<file path="src/rtl/evtq_writer.sv">
module evtq_writer #(
  parameter int IDX_W  = 4,
  parameter int ADDR_W = 64,
  parameter int EN_BIT = 2
) (
  input  logic                 clk,
  input  logic                 rst_n,
  input  logic [31:0]          ctrl_word,
  input  logic [31:0]          irq_ctrl,
  input  logic                 evt_valid,
  output logic                 evt_ready,
  input  logic [7:0]           evt_code,
  input  logic [19:0]          evt_ssid,
  input  logic [31:0]          evt_sid,
  input  logic [ADDR_W-1:0]    evt_in_addr,
  input  logic [ADDR_W-1:0]    evt_fetch_addr,
  input  logic                 cons_wr_en,
  input  logic [IDX_W:0]       cons_wr_data,
  output logic [IDX_W:0]       prod_ptr,
  output logic [IDX_W:0]       cons_ptr,
  output logic                 rec_we,
  output logic [IDX_W-1:0]     rec_slot,
  output logic [255:0]         rec_data,
  output logic                 irq,
  output logic                 ovf_abort
);
  localparam int PTR_W = IDX_W + 1;
  localparam int NWORD = 8;

  logic [PTR_W-1:0] prod_q, cons_q;
  logic [63:0]      in_ext, fetch_ext;
  logic [31:0]      word [NWORD];
  logic [255:0]     rec_next;
  logic             full, accept;

  assign in_ext    = 64'(evt_in_addr);
  assign fetch_ext = 64'(evt_fetch_addr);

  assign word[0] = {evt_ssid, 4'h0, evt_code};
  assign word[1] = evt_sid;
  assign word[2] = '0;
  assign word[3] = '0;
  assign word[4] = in_ext[31:0];
  assign word[5] = in_ext[63:32];
  assign word[6] = fetch_ext[31:0];
  assign word[7] = fetch_ext[63:32];

  for (genvar k = 0; k < NWORD; k++) begin : g_pack
    assign rec_next[32*k +: 32] = word[k];
  end

  assign full      = (prod_q[IDX_W-1:0] == cons_q[IDX_W-1:0]) && (prod_q[IDX_W] != cons_q[IDX_W]);
  assign evt_ready = ctrl_word[EN_BIT];
  assign accept    = evt_valid && evt_ready;
  assign irq       = irq_ctrl[EN_BIT] && (prod_q != cons_q);
  assign prod_ptr  = prod_q;
  assign cons_ptr  = cons_q;

  always_ff @(posedge clk or negedge rst_n) begin
    if (!rst_n) begin
      prod_q    <= '0;
      cons_q    <= '0;
      rec_we    <= 1'b0;
      rec_slot  <= '0;
      rec_data  <= '0;
      ovf_abort <= 1'b0;
    end else begin
      rec_we    <= 1'b0;
      ovf_abort <= 1'b0;
      if (accept) begin
        if (full) begin
          ovf_abort <= 1'b1;
        end else begin
          rec_we   <= 1'b1;
          rec_slot <= prod_q[IDX_W-1:0];
          rec_data <= rec_next;
          prod_q   <= prod_q + 1'b1;
        end
      end
      if (cons_wr_en) cons_q <= cons_wr_data;
    end
  end
endmodule

</file>
<file path="config.mk">
export PLATFORM = sky130hd
export DESIGN_NAME = evtq_writer
export DESIGN_NICKNAME = d
export VERILOG_FILES = /design/src/rtl/evtq_writer.sv
export SDC_FILE = /design/constraint.sdc
export NUM_CORES = 1
export LEC_CHECK = 0
export BUFFER_PORTS_ARGS = -buffer_cell sky130_fd_sc_hd__buf_4
export CAP_MARGIN = 15
export CORE_AREA = 3 3 209 211
export CTS_BUF_LIST = sky130_fd_sc_hd__clkbuf_4
export DETAILED_ROUTE_END_ITERATION = 16
export DIE_AREA = 0 0 212 214
export GPL_TIMING_DRIVEN = 0
export SLEW_MARGIN = 20
export SYNTH_ARGS = -nofsm -noshare
export SYNTH_HDL_FRONTEND = slang
export SYNTH_SLANG_ARGS = --single-unit
</file>
<file path="constraint.sdc">
create_clock -name clk -period 2.4 [get_ports clk]
set_input_delay 0.24 -clock clk [delete_from_list [all_inputs] [get_ports clk]]
set_output_delay 0.24 -clock clk [all_outputs]
set_load 0.05 [all_outputs]
</file>
Word level (Yosys, flattened, before mapping)
Index checks and enable logic that the tools add are counted.

Register bits: 204. Output and inout port bits: 274. Logic and storage cells: 19. Bits in latches: 0. Memory bits (read-only): 0. RAM bits: 0. Memories: 0. Bits of input ports: 261.

Equal/unequal tests: 3. Shift-type cells: 0. Magnitude comparators: 0. Bitwise gates (word level): 1. Reductions and logical operators: 4. Multiply operators: 0. Div/mod/pow operators: 0. Add/sub/neg operators: 1. Mux-type cells: 4.

Operators with widths (number): adder 5 x 1 -> 5 bit (second input constant) (1); inequality test 5 bit (1); == test 4 bit (1); 2-to-1 mux 1 bit (4); logical AND 1 bit (3); AND reduction 2 bit (1); inequality test 1 bit (1); inverter 1 bit (1).

Logic depth before layout (Yosys ltp)
Gate-level depths: netlist of the first run.

Depth in word-level cells: 4. Mapped depth: 6. Depth with buffers taken out: 4.

Least setup slack after synthesis of the first run
Ideal clock, no wire load.

Kind: reg-to-output. From: reg prod_q[2], in the netlist prod_ptr[2]. To: out irq. Arrival: 2.225 ns. Path buffers: 0. Path slack: -0.065 ns. Data required time: 2.160 ns. Stages on the path, launching flop included: 4. Path through: dfrtp_1 -> xor2_1 -> nor4_4 -> a21boi_0.

Longest elaborated chain between the ends: 2.

RTL lines: from (decl) (RTL line 30) `logic [PTR_W-1:0] prod_q, cons_q;`; from (signal assigned) (RTL line 77) `prod_q <= prod_q + 1'b1;`; inequality test 5 bit (RTL line 55) `assign irq = irq_ctrl[EN_BIT] && (prod_q != cons_q);`; logical AND 1 bit (RTL line 55); to (decl) (RTL line 24) `output logic irq,`.

Every way passes these cells.

Worst setup path in the final report of the first run
From: reg prod_q[3], in the netlist prod_ptr[3]. To: reg rec_data[135].

Longest elaborated chain between the ends: 4.

RTL lines: == test 4 bit (RTL line 52) `assign full = (prod_q[IDX_W-1:0] == cons_q[IDX_W-1:0]) && (prod_q[IDX_W] != cons_q[IDX_W]);`; logical AND 1 bit (RTL line 52); inverter 1 bit (no source line); AND reduction 2 bit (no source line); to (signal assigned) (RTL line 76) `rec_data <= rec_next;`; to (decl) (RTL line 23) `output logic [255:0] rec_data,`.

Every way passes these cells. A chain may end at the register's enable or synchronous reset.

==> impl_metrics.csv, run 1 <==
group,metric,value,unit
outcome,status,"finished clean",
power_and_ir_drop,p_leak,7.23,nW
logic_synthesis,synth_top_area_share,61.9,%
grt,grt_max_degree,93,
logic_synthesis,async_flop_share,100,%
worst_setup_path,r2r_slack,0.17,ns
floorplan,die_area,45400,um^2
clock_tree,cts_buffers,59,
clock_tree,clk_latency,0.77,ns
clock_tree,cts_buffer_depth,3,
place,place_congestion,0.717,
timing,tightestPinTransition,0.502,ns
floorplan,io_pins,535,
clock_tree,cts.sink_count,204,
cells_and_area,drive_gt1_share,49.4,%
grt,grt_pass1_vias,7746,
worst_setup_path,crit_fanout,10,
worst_setup_path,critical_path_class,"reg2reg",
floorplan,core_region_area,41900,um^2
timing,slew_headroom,66.5,%
route,drtIter0Drc,166,
timing,clock_skew,0.0534,ns
flow_run,maxCapViolCount,0,
logic_synthesis,synth_edf_count,0,
route,wl,27900,um
power_and_ir_drop,vdd_drop_max,0.602,mV
route,drtAntennaViolNets,0,
timing,setup_tns,0,ns
cells_and_area,layout_commonest_cell,"buf_4",
logic_synthesis,synthTopCellsByArea,"dfrtp_1, mux2_1, mux2_2",
timing,timing.final.ws_setup,0.168,ns
grt,grt_antenna_before_repair,1,
worst_setup_path,arrival,2.81,ns
clock_tree,root_buffer,"clkbuf_4",
timing,maxSlewViolCount,0,
worst_setup_path,crit_required,2.98,ns
timing,rsz0062_at_grt,"false",
route,drt_drc_violations_left,0,
logic_synthesis,ys_ff_latch,204,
worst_setup_path,start_kind,"flop",
route,viasPerCell,3.70,
cells_and_area,stdcell_area,15100,um^2
worst_setup_path,endpoint_kind,"flop",
grt,grt_overflow_total,0,
clock_tree,h-tree-depth,2,
route,drtPass1Iterations,4,
timing,fin_crit_sh,93.0,%
logic_synthesis,avgSynthCellArea,16.0,um^2
floorplan,die_h,214,um
logic_synthesis,yosys_warnings,0,
place,post-place-ws,-0.185,ns
grt,grt_pass1_wl,42200,um
timing,setup_viol,0,
power_and_ir_drop,power.total,14.5,mW
logic_synthesis,yosysTopAreaCell,"dfrtp_1",
logic_synthesis,synthCells,516,
logic_synthesis,ys_types,18,
cells_and_area,nets,1519,
timing,min_period,2.23,ns
place,place_inst,1528,
route,vias,6822,
place,place_area,12300,um^2
logic_synthesis,synth_top_flop_cell,"dfrtp_1",
cells_and_area,areaGrowthSynthToFinish,83.2,%
timing,report.final.hold_viol_count,0,
grt,grt_usage,11.9,%
route,wl_per_cell,15.2,um
place,io_buffers,404,
logic_synthesis,synth_area,8250,um^2
logic_synthesis,synth_seq_area_share,61.9,%
clock_tree,cts_tree,"built",
timing,max_clock_freq,448,MHz
place,dp_hpwl,18700,um
cells_and_area,final_cell_mix,"buf_4, dlygate4sd3_1, dfrtp_1",
min_path,hp-class,"in2reg",
clock_tree,path_clk_slew,0.08,ns
power_and_ir_drop,p_per_area,958,nW/um^2
floorplan,fp.dieW,212,um
cells_and_area,layout.cells.non_filler,1843,
floorplan,rows,75,
floorplan,initial_core_util,19.7,%
==> worst max-delay path: stages (launching register included) <==
cell and delay (ns):
dfrtp_1 0.49, xor2_1 0.28, nor4_4 0.06, buf_4 0.15, a21oi_4 0.16, buf_12 0.14, buf_8 0.18, buf_8 0.24
mux2_1 0.34
==> what timing repair did <==
action,in CTS,in global routing
resized for setup,5,2
hold buffers,203,0
buffers inserted,3,1
hold endpoints to repair,401,0
pin swaps,2,1
setup endpoints to repair,101,7
==> layout make-up <==
| cell class | count | area, um^2 |
|---|---|---|
| diodes | 1 | 2.50 |
| clock buffers | 84 | 631 |
| flip-flops and latches | 204 | 5110 |
| plain buffers | 90 | 733 |
| well taps | 539 | 674 |
| fillers | 4035 | 26800 |
| inverters | 1 | 3.75 |
| multi-input cells | 288 | 2670 |
| repair buffers | 613 | 5180 |
| clock inverters | 23 | 95.1 |
==> cells by family after synthesis <==
family / after synthesis / share of synthesized area (%)
muxes: 198 / 27.0
AOI/OAI and AO/OA: 5 / 0.470
buffers and inverters: 91 / 8.80
other: 1 / 0.0455
adders and majority gates: 1 / 0.152
and+or+nand+nor: 6 / 0.516
xor gates and xnor gates: 10 / 1.06
DFF: 204 / 61.9
==> power by group <==
group,total (mW),internal [mW],switching [mW]
Clock,3.18,1.61,1.57
Combinational,6.53,2.21,4.32
Sequential,4.76,4.26,0.504
==> flip-flops by register name, summed over array words and instances, names as in the netlist <==
signal and cells:
cons_ptr 5, ovf_abort 1, prod_ptr 5, rec_data 188, rec_slot 4, rec_we 1
==> through the flow <==
stage | util, % | hold WS, ns
2_1_floorplan | - | -0.0556
3_3_place_gp | 29.1 | 0.456
3_5_place_dp | 29.2 | 0.128
4_1_cts | 35.9 | 0.101
5_1_grt | 36.0 | 0.152
6_report | 36.0 | 0.233
==> path summary, 6_finish.rpt <==
path	start	to	depth (start not counted)
worst max-delay path	prod_ptr[3]	rec_data[135]	8
worst min-delay path	evt_sid[29]	rec_data[61]	3
worst max register to register	prod_ptr[3]	rec_data[135]	8
worst min register to register	rec_data[233]	rec_data[233]	1
max in group asynchronous	rst_n	rec_data[185]	4
min in group asynchronous	rst_n	rec_data[33]	4
==> layer usage <==
metal	vias to the layer above	track usage (%)	routed length, um	part of all wire [%]
li1	3165	-	-	-
met2	363	21.7	14200	51
met5	-	0	0	0
met1	3212	11.4	9790	35
met3	82	4.95	2760	9.9
met4	0	5.85	1190	4.3
==> synth_stat cells (2+ instances only) <==
cell type,instances
mux2_2,50
buf_6,15
nand3_1,2
nand2_1,2
mux2_1,148
buf_2,4
buf_4,71
a211oi_1,3
xor2_1,9
dfrtp_1,204
(Power assumes the default switching activity.)
==> inputs of run 2 (changes only) <==
--- a/config.mk
+++ b/config.mk
@@ -5,12 +5,12 @@
 export SDC_FILE = /design/constraint.sdc
 export NUM_CORES = 1
 export LEC_CHECK = 0
-export BUFFER_PORTS_ARGS = -buffer_cell sky130_fd_sc_hd__buf_4
 export CAP_MARGIN = 15
-export CORE_AREA = 3 3 209 211
+export CORE_AREA = 3 3 207 209
 export CTS_BUF_LIST = sky130_fd_sc_hd__clkbuf_4
 export DETAILED_ROUTE_END_ITERATION = 16
-export DIE_AREA = 0 0 212 214
+export DIE_AREA = 0 0 210 212
+export DONT_BUFFER_PORTS = 1
 export GPL_TIMING_DRIVEN = 0
 export SLEW_MARGIN = 20
 export SYNTH_ARGS = -nofsm -noshare
==> impl_metrics.csv, run 2 (synthesis gave the netlist of run 1 again) <==
group,metric,value,unit
outcome,status,"complete, but fails checks",
outcome,violations,"hold timing",
cells_and_area,layout_commonest_cell,"dlygate4sd3_1",
cells_and_area,stdcell_area,12500,um^2
timing,clock_skew,0.0324,ns
worst_setup_path,slowest_stage,"dfrtp_4",
timing,max_clock_freq,419,MHz
worst_setup_path,slowest_delay,0.60,ns
worst_setup_path,critical-path-top-delay-family,"buffers and inverters",
timing,fin_crit_sh,99.5,%
floorplan,rows,74,
power_and_ir_drop,p_per_area,1030,nW/um^2
route,vias,5355,
timing,timing.final.ws_setup,0.0114,ns
floorplan,core_region_area,41000,um^2
floorplan,die_h,212,um
place,place_area,9160,um^2
worst_setup_path,critical_path_class,"reg2reg",
worst_setup_path,crit_chain,"xor2_4 > nor4_4 > buf_6 > buf_4 > a21oi_4 > buf_8 > clkbuf_16 > clkbuf_16 > mux2_1",
worst_setup_path,arrival,2.94,ns
worst_setup_path,crit_fanout,8,
timing,rsz0062_at_grt,"true",
route,drt_drc_violations_left,0,
route,wl_per_cell,17.9,um
cells_and_area,final_cell_mix,"dlygate4sd3_1, dfrtp_1, mux2_1",
worst_setup_path,crit_top_cell,"clkbuf_16",
flow_run,maxCapViolCount,0,
clock_tree,clk_latency,0.70,ns
clock_tree,cts_buffers,54,
route,wl,25500,um
worst_setup_path,endpoint_kind,"flop",
cells_and_area,drive_gt1_share,31.7,%
timing,tightestPinTransition,0.630,ns
cells_and_area,nFillCells,4002,
cells_and_area,max_flop_register,"rec_data",
route,drtIter0Drc,181,
clock_tree,path_clk_slew,0.06,ns
timing,setup_viol,0,
cells_and_area,nets,1121,
cells_and_area,seq_area,5130,um^2
worst_setup_path,start_kind,"flop",
timing,hold-worst-slack,-0.766,ns
worst_setup_path,crit_required,2.95,ns
floorplan,initial_core_util,20.1,%
grt,grt_overflow_total,0,
worst_setup_path,critPathBufInv,5,
route,drtPass1Iterations,3,
timing,report.final.hold_viol_count,204,
cells_and_area,multi_input_area,2820,um^2
floorplan,fp.dieW,210,um
route,viasPerCell,3.76,
clock_tree,cts_tree,"built",
floorplan,io_pins,535,
power_and_ir_drop,vdd_drop_max,0.545,mV
grt,grt_pass1_vias,6010,
place,place_congestion,0.736,
power_and_ir_drop,p_leak,5.50,nW
clock_tree,root_buffer,"clkbuf_4",
route,drtAntennaViolNets,0,
grt,grt_antenna_before_repair,1,
cells_and_area,largest_reg_flops,188,
cells_and_area,areaGrowthSynthToFinish,51.7,%
place,post-place-ws,-0.406,ns
clock_tree,h-tree-depth,2,
timing,min_period,2.39,ns
clock_tree,cts.sink_count,204,
timing,maxSlewViolCount,0,
grt,grt_pass1_wl,34800,um
floorplan,die_area,44500,um^2
grt,grt_max_degree,205,
clock_tree,cts.hold.buffers_added,200,
timing,slew_headroom,57.8,%
cells_and_area,utilization,30.5,%
min_path,hp-class,"in2async",
place,dp_hpwl,15700,um
place,io_buffers,0,
clock_tree,cts_buffer_depth,3,
grt,grt_usage,10.2,%
==> run 2: area by class of cell <==
type | count | share of cell area (%)
Multi-Input combinational cell | 288 | 22.6
Antenna cell | 1 | 0.0200
Clock buffer | 74 | 4.44
Inverter | 1 | 0.0300
Timing Repair Buffer | 220 | 19.3
Sequential cell | 204 | 41.0
Buffer | 90 | 6.74
Tap cell | 532 | 5.32
Clock inverter | 13 | 0.610
==> run 2: worst paths after layout <==
kind                                          from             to  slack, ns  cells past startpoint
worst max-delay path                   prod_ptr[3]   rec_data[40]       0.01                      9
worst min-delay path                         rst_n   rec_data[34]      -0.77                      0
worst max register to register         prod_ptr[3]   rec_data[40]       0.01                      9
worst min register to register         prod_ptr[0]    prod_ptr[0]       0.72                      1
max in group asynchronous                    rst_n  rec_data[184]       2.87                      0
min in group clk                evt_fetch_addr[38]  rec_data[230]       0.21                      2
==> run 2: stage by stage <==
step | power (mW) | TNS [ns] | instances | hold WS [ns]
after floorplan | 8.86 | 0 | 583 | -0.0556
after global placement | 9.31 | -57.12 | 1115 | -0.0499
after detailed placement | 9.37 | -60.37 | 1115 | -0.0508
after CTS | 12.8 | -0.102 | 1407 | -0.928
after global routing | 13.5 | -3.11 | 1423 | -0.928
final | 12.9 | 0 | 1423 | -0.766
==> run 2: layer usage <==
layer	global-route usage, %	up-vias	routed length, um
met5	0	-	0
met4	4.67	0	724
met3	5.06	56	2580
met2	18.8	327	13600
met1	9.47	2618	8620
li1	-	2354	-
==> run 2: what timing repair did <==
| action | 4_1_cts | 5_1_grt |
|---|---|---|
| resized for setup | 33 | 48 |
| setup buffers | 5 | 1 |
| endpoints found under the setup margin | 196 | 149 |
| cloned | 0 | 14 |
| pin swaps | 4 | 4 |
| endpoints found under the hold margin | 401 | 204 |
==> run 2: power by group <==
part | switching (mW) | total [mW] | internal, mW
Combinational | 0.855 | 2.06 | 1.20
Clock | 1.40 | 2.91 | 1.51
Sequential | 3.71 | 7.93 | 4.22
